## src/rtl/mbus_pkg.sv

```systemverilog
package mbus_pkg;
  typedef enum logic [3:0] {
    ST_IDLE,
    ST_S0, ST_S1, ST_S2, ST_S3,
    ST_S4, ST_S5, ST_S6, ST_S7
  } seq_state_t;
endpackage

```

## src/rtl/mbus_ack_sync.sv

```systemverilog
module mbus_ack_sync #(
  parameter int STAGES = 0
) (
  input  logic clk,
  input  logic rst,
  input  logic dtack_n,
  output logic ack
);
  generate
    if (STAGES == 0) begin : g_direct
      assign ack = ~dtack_n;
    end else begin : g_sync
      logic [STAGES-1:0] chain;
      for (genvar i = 0; i < STAGES; i++) begin : g_stage
        if (i == 0) begin : g_first
          always_ff @(posedge clk) begin
            if (rst) chain[i] <= 1'b1;
            else     chain[i] <= dtack_n;
          end
        end else begin : g_next
          always_ff @(posedge clk) begin
            if (rst) chain[i] <= 1'b1;
            else     chain[i] <= chain[i-1];
          end
        end
      end
      assign ack = ~chain[STAGES-1];
    end
  endgenerate
endmodule

```

## src/rtl/mbus_fsm.sv

```systemverilog
module mbus_fsm
  import mbus_pkg::*;
(
  input  logic       clk,
  input  logic       rst,
  input  logic       start,
  input  logic       ack,
  output seq_state_t st,
  output logic       load,
  output logic       drive_addr,
  output logic       strobe,
  output logic       capture,
  output logic       done
);
  seq_state_t st_nx;

  always_comb begin
    st_nx = st;
    unique case (st)
      ST_IDLE: if (start) st_nx = ST_S0;
      ST_S0:   st_nx = ST_S1;
      ST_S1:   st_nx = ST_S2;
      ST_S2:   st_nx = ST_S3;
      ST_S3:   st_nx = ST_S4;
      ST_S4:   if (ack) st_nx = ST_S5;
      ST_S5:   st_nx = ST_S6;
      ST_S6:   st_nx = ST_S7;
      ST_S7:   st_nx = ST_IDLE;
      default: st_nx = ST_IDLE;
    endcase
  end

  always_ff @(posedge clk) begin
    if (rst) st <= ST_IDLE;
    else     st <= st_nx;
  end

  assign load       = (st == ST_IDLE) && start;
  assign drive_addr = (st != ST_IDLE) && (st != ST_S0);
  assign strobe     = (st == ST_S2) || (st == ST_S3) || (st == ST_S4) ||
                      (st == ST_S5) || (st == ST_S6);
  assign capture    = (st == ST_S6);
  assign done       = (st == ST_S7);
endmodule

```

## src/rtl/mbus_datapath.sv

```systemverilog
module mbus_datapath #(
  parameter int ADDR_W = 24,
  parameter int DATA_W = 8
) (
  input  logic              clk,
  input  logic              rst,
  input  logic              load,
  input  logic              busy,
  input  logic              drive_addr,
  input  logic              strobe,
  input  logic              capture,
  input  logic              in_write,
  input  logic [ADDR_W-1:0] in_addr,
  input  logic [DATA_W-1:0] in_wdata,
  input  logic [DATA_W-1:0] pad_in,
  output logic [ADDR_W-1:0] addr_o,
  output logic [DATA_W-1:0] pad_out,
  output logic              pad_oe,
  output logic              rw_o,
  output logic [DATA_W-1:0] rdata_o
);
  logic [ADDR_W-1:0] addr_q;
  logic [DATA_W-1:0] wdata_q;
  logic [DATA_W-1:0] rdata_q;
  logic              wr_q;

  always_ff @(posedge clk) begin
    if (rst) begin
      addr_q  <= '0;
      wdata_q <= '0;
      wr_q    <= 1'b0;
    end else if (load) begin
      addr_q  <= in_addr;
      wdata_q <= in_wdata;
      wr_q    <= in_write;
    end
  end

  always_ff @(posedge clk) begin
    if (rst)                  rdata_q <= '0;
    else if (capture && !wr_q) rdata_q <= pad_in;
  end

  assign addr_o  = drive_addr ? addr_q : '0;
  assign pad_oe  = strobe && wr_q;
  assign pad_out = pad_oe ? wdata_q : '0;
  assign rw_o    = busy ? ~wr_q : 1'b1;
  assign rdata_o = rdata_q;
endmodule

```

## src/rtl/mbus_seq.sv

```systemverilog
module mbus_seq
  import mbus_pkg::*;
#(
  parameter int ADDR_W   = 24,
  parameter int DATA_W   = 8,
  parameter int ACK_SYNC = 0
) (
  input  logic              clk,
  input  logic              rst,
  input  logic              req_valid,
  output logic              req_ready,
  input  logic              req_write,
  input  logic [ADDR_W-1:0] req_addr,
  input  logic [DATA_W-1:0] req_wdata,
  output logic              rsp_valid,
  output logic [DATA_W-1:0] rsp_rdata,
  output logic [ADDR_W-1:0] bus_addr,
  output logic [DATA_W-1:0] bus_data_out,
  output logic              bus_data_oe,
  input  logic [DATA_W-1:0] bus_data_in,
  output logic              bus_as_n,
  output logic              bus_ds_n,
  output logic              bus_rw,
  input  logic              bus_dtack_n
);
  seq_state_t st;
  logic ack, load, drive_addr, strobe, capture, done, busy;

  mbus_ack_sync #(.STAGES(ACK_SYNC)) u_sync (
    .clk(clk), .rst(rst), .dtack_n(bus_dtack_n), .ack(ack)
  );

  mbus_fsm u_fsm (
    .clk(clk), .rst(rst), .start(req_valid), .ack(ack), .st(st),
    .load(load), .drive_addr(drive_addr), .strobe(strobe),
    .capture(capture), .done(done)
  );

  assign busy = (st != ST_IDLE);

  mbus_datapath #(.ADDR_W(ADDR_W), .DATA_W(DATA_W)) u_dp (
    .clk(clk), .rst(rst), .load(load), .busy(busy),
    .drive_addr(drive_addr), .strobe(strobe), .capture(capture),
    .in_write(req_write), .in_addr(req_addr), .in_wdata(req_wdata),
    .pad_in(bus_data_in), .addr_o(bus_addr), .pad_out(bus_data_out),
    .pad_oe(bus_data_oe), .rw_o(bus_rw), .rdata_o(rsp_rdata)
  );

  assign req_ready = ~busy;
  assign rsp_valid = done;
  assign bus_as_n  = ~strobe;
  assign bus_ds_n  = ~(strobe && (st != ST_IDLE));
endmodule

```

## config.mk

```make
export PLATFORM = sky130hd
export DESIGN_NAME = mbus_seq
export DESIGN_NICKNAME = d
export VERILOG_FILES = /design/src/rtl/mbus_pkg.sv /design/src/rtl/mbus_ack_sync.sv /design/src/rtl/mbus_fsm.sv /design/src/rtl/mbus_datapath.sv /design/src/rtl/mbus_seq.sv
export SDC_FILE = /design/constraint.sdc
export NUM_CORES = 1
export LEC_CHECK = 0
export ABC_AREA = 1
export ABC_CLOCK_PERIOD_IN_PS = 2200
export BUFFER_PORTS_ARGS = -buffer_cell sky130_fd_sc_hd__buf_2
export CORE_UTILIZATION = 51
export CTS_CLUSTER_DIAMETER = 100
export DETAILED_ROUTE_END_ITERATION = 10
export PLACE_DENSITY = 0.85
export SYNTH_ARGS = -nofsm -noshare
export SYNTH_HDL_FRONTEND = slang
export SYNTH_SLANG_ARGS = --single-unit
```

## constraint.sdc

```tcl
create_clock -name clk -period 2.2 [get_ports clk]
set_input_delay 0.22 -clock clk [delete_from_list [all_inputs] [get_ports clk]]
set_output_delay 0.22 -clock clk [all_outputs]
set_load 0.01 [all_outputs]
```

==> results.txt <==
The flow ran to the end, and the final reports show no timing, DRC or antenna violations. At the end of routability-driven placement, the weighted congestion stood at 0.889. The synthesized instance count is 350. For this run, the slowest stage of the critical path takes 360 ps.

The number of buffers added to fix hold violations after cts came out at 0. In this run the mean area of a mapped cell was 6.06 um^2. The most numerous cell in the Yosys netlist is nor2_1. The commonest cells after synthesis are 115 x nor2_1, 87 x nand2_1, 63 x inv_1, 45 x dfxtp_1, 11 x nand3_1.

The critical path goes through nor2_2 -> inv_2 -> nor2_1 -> o21ai_2 -> nor2_1 -> buf_2. The hold-critical path endpoint is u_dp.addr_q[9]$_SDFFE_PP0P_. The post-synthesis to final-layout area growth came out at 27.3%. In this run, post-CTS repair resized a total of 0 instances. The worst setup slack after placement is 727 ps. The slew at the pin closest to its max-slew limit is 381 ps. The number of buffers and inverters on the critical path is 2. The worst max-slew margin expressed relative to the limit came out at 74.6%.

The total DRC errors in the routed layout came out at 0. The cell count of the worst hold path came out at 3. The count of yosys warnings during synthesis is 0. The critical path is of the reg -> out type.

For the worst flop-to-flop path, the logic depth is 6. TritonCTS built the clock tree. The reg-to-reg startpoint is u_fsm.st[2]$_SDFFE_PP0P_. The cell area after synthesis is 2120 um^2.

The floorplan die area came out at 4420 um^2. Measured along the x axis, the die boundary spans 66.5 um. In this run the static leakage power is 1.61 nW. The tool flagged a number of max-cap violations equal to 0.

The library cell occupying the most area in the post-synthesis netlist is dfxtp_1. The share of flip-flops with an asynchronous set or reset came out at 0%. The number of setup violations in the final report is 0. The worst setup margin came out at 381 ps. The number of top-level pins is 91. The first global-routing pass estimated 7.00 mm of wire. Between clock sinks in the finished design, the worst skew comes to 4.83 ps. The worst hold path startpoint is req_addr[9]. The kind of cell adding the most delay to the critical path is simple AND/OR/NAND/NOR gates. The total grt overflow is 0. Global routing used 20.7% of the available tracks. For this block, the initial DRC count from the detailed router was 130. The maximum achievable frequency came out at 550 MHz. The number of pins exceeding their max-slew limit in the final report came out at 0. The aggregate negative setup slack is 0 ps. The count of nets left with antenna violations once routing finished came out at 0.

After clock tree synthesis, the clock-pin slew on the worst setup and hold paths is 80 ps. The final routed wire length divided by cell count is 9.11 um. The worst path needs 1820 ps of the cycle, external delays included. The count of unique library cells instantiated by Yosys is 20. Setup repair after global routing left no endpoint under its margin.

The data arrival at the endpoint of the critical path is 1600 ps. VDD sags by at most 0.000462 V. The number of hold-slack violations in the final timing report is 0.

The largest net degree at the start of global routing came out at 43. The length of the first detailed-routing pass in iterations is 4. The fraction of final layout cells sized beyond drive strength 1 is 25.1%. The area share of the leading cell type in the synthesized netlist came out at 42.5%. The endpoint identified for the worst register-to-register timing path is u_dp.addr_q[5]$_SDFFE_PP0P_. The critical path launch point type is a flip-flop. The required time reported for the critical path endpoint is 1980 ps.

The clock tree synthesis step divided the H-tree into 2 levels. The clock sink total came out at 45. For this configuration, the core starts out at a cell density of 53.0%. STA classifies the critical path endpoint as an output pin.

Counting flops with a built-in enable in the synthesized netlist gives 0. The core region is 4000 um^2. The filler cell count is 379. The share of the clock period used by the worst path after layout came out at 82.7%. The total inserted antenna cells came out at 0. For this run, the leading register cell type out of synthesis is dfxtp_1.

The via count of the first global-routing pass came out at 1,696. The initial antenna violation count came to 0. The number of buffers inserted by post-CTS setup repair is 0. In this run the worst hold path is classified as in -> reg.

The worst hold slack across all endpoints came out at 140 ps. The HPWL after detailed placement is 3.16 mm. The critical path starts at u_fsm.st[2]$_SDFFE_PP0P_. After detailed routing, the number of vias per cell comes to 4.36. The tree is rooted in a clkbuf_8. In this design, the critical path's most frequently occurring cell is nor2_1.

The final layout contains routed wiring with a total length of 4.45 mm. The maximum count of clock buffers along a single path came out at 2. Yosys attributes the largest share of cell area to dfxtp_1 42%, nor2_1 20%, nand2_1 15%. Once placement finished, the instance area stood at 2600 um^2. The number of standard-cell rows in the floorplan is 23. Synthesis produced a netlist with a net count of 395. The synthesized design contains 45 register bits. The maximum fanout along the worst path came out at 9. The power per unit of standard cell area is 714 nW/um^2. After routing the design area is 2700 um^2. The post-synthesis sequential area ratio is 42.5%. The die boundary height is 66.5 um. The number of nets in the layout is 483. The slack of the worst reg-to-reg path came out at 930 ps. The slowest cell on the critical path is dfxtp_1. The count of input and output buffers came out at 90.

The CTS buffer count came out at 5. The final route contains 2,127 vias. The later pin in the worst-skew pair is clocked with a latency of 290 ps.
[worst min-delay path: cells and delay by family]
kind	cells	cell delay [ps]
buffers and inverters	1	70
and+or+nand+nor	2	110
[routing by layer]
metal	GRT usage (%)	part of all wire, %
met5	0	0
met4	6.38	1.3
met3	5.82	5.7
met2	36.2	46
met1	24.2	47
[cell usage in the layout, fill, tap and decap left out]
master     synthesis  routed
buf_4              1       4
bufinv_16          0       1
nor2_1           115     115
o21ai_0            1       1
nor2_4             1       1
inv_2              1       1
nand3_1           11      11
a211oi_1           1       1
nand3_2            1       1
inv_1             63      63
nor3_1             2       2
clkinv_2           0       1
dfxtp_1           45      45
buf_2              6      90
clkinv_1           2       2
nand2_1           87      87
nor2_2             3       3
nand3b_1           1       1
nand2_2            2       2
o21ai_2            1       1
clkbuf_8           0       5
[registers in the layout, indices dropped and copies added, names as in the netlist]
register and cells:
u_dp.addr_q 24, u_dp.rdata_o 8, u_dp.wdata_q 8, u_fsm.st 4
u_dp.wr_q 1
[cells by family (layout without fill, tap and decap cells)]
family | Yosys count | after routing | share of synthesized area (%)
DFF | 45 | 45 | 42.5
buffers and inverters | 79 | 167 | 14.9
AOI/OAI and AO/OA | 3 | 3 | 1.00
and+or+nand+nor | 223 | 223 | 41.7
[power by group]
part | switching (W) | leakage [nW] | internal (W)
Combinational | 0.000260 | 1.18 | 0.000151
Clock | 0.000265 | 0.0540 | 0.000330
Sequential | 0.0000270 | 0.370 | 0.000894
[per-stage QoR]
step                total power (W)  utilization [%]  cells
detailed placement          0.00135             64.9    481
CTS                         0.00196             67.5    488
global route                0.00205             67.5    488
global placement            0.00134             64.9    481
floorplan                   0.00124                -    350
finish                      0.00193             67.5    488
[layout make-up]
| type | instances | area [um^2] | area share [%] |
|---|---|---|---|
| multi-input combinational | 226 | 905 | 33.5 |
| tap | 50 | 62.6 | 2.32 |
| timing repair buffer | 94 | 480 | 17.8 |
| sequential | 45 | 901 | 33.4 |
| inverter | 66 | 248 | 9.18 |
| clock inverter | 2 | 35.0 | 1.30 |
| clock buffer | 5 | 68.8 | 2.55 |
[worst max-delay path by stage]
stage                           end  slack (ps)  depth (start not counted)
floorplan           bus_data_out[0]         930                          5
global placement        bus_addr[0]         810                          6
detailed placement  bus_data_out[2]         730                          6
CTS                 bus_data_out[2]         380                          6
global route        bus_data_out[5]         200                          6
finish              bus_data_out[2]         380                          6
Note: power is estimated with default switching activity, not from simulation.
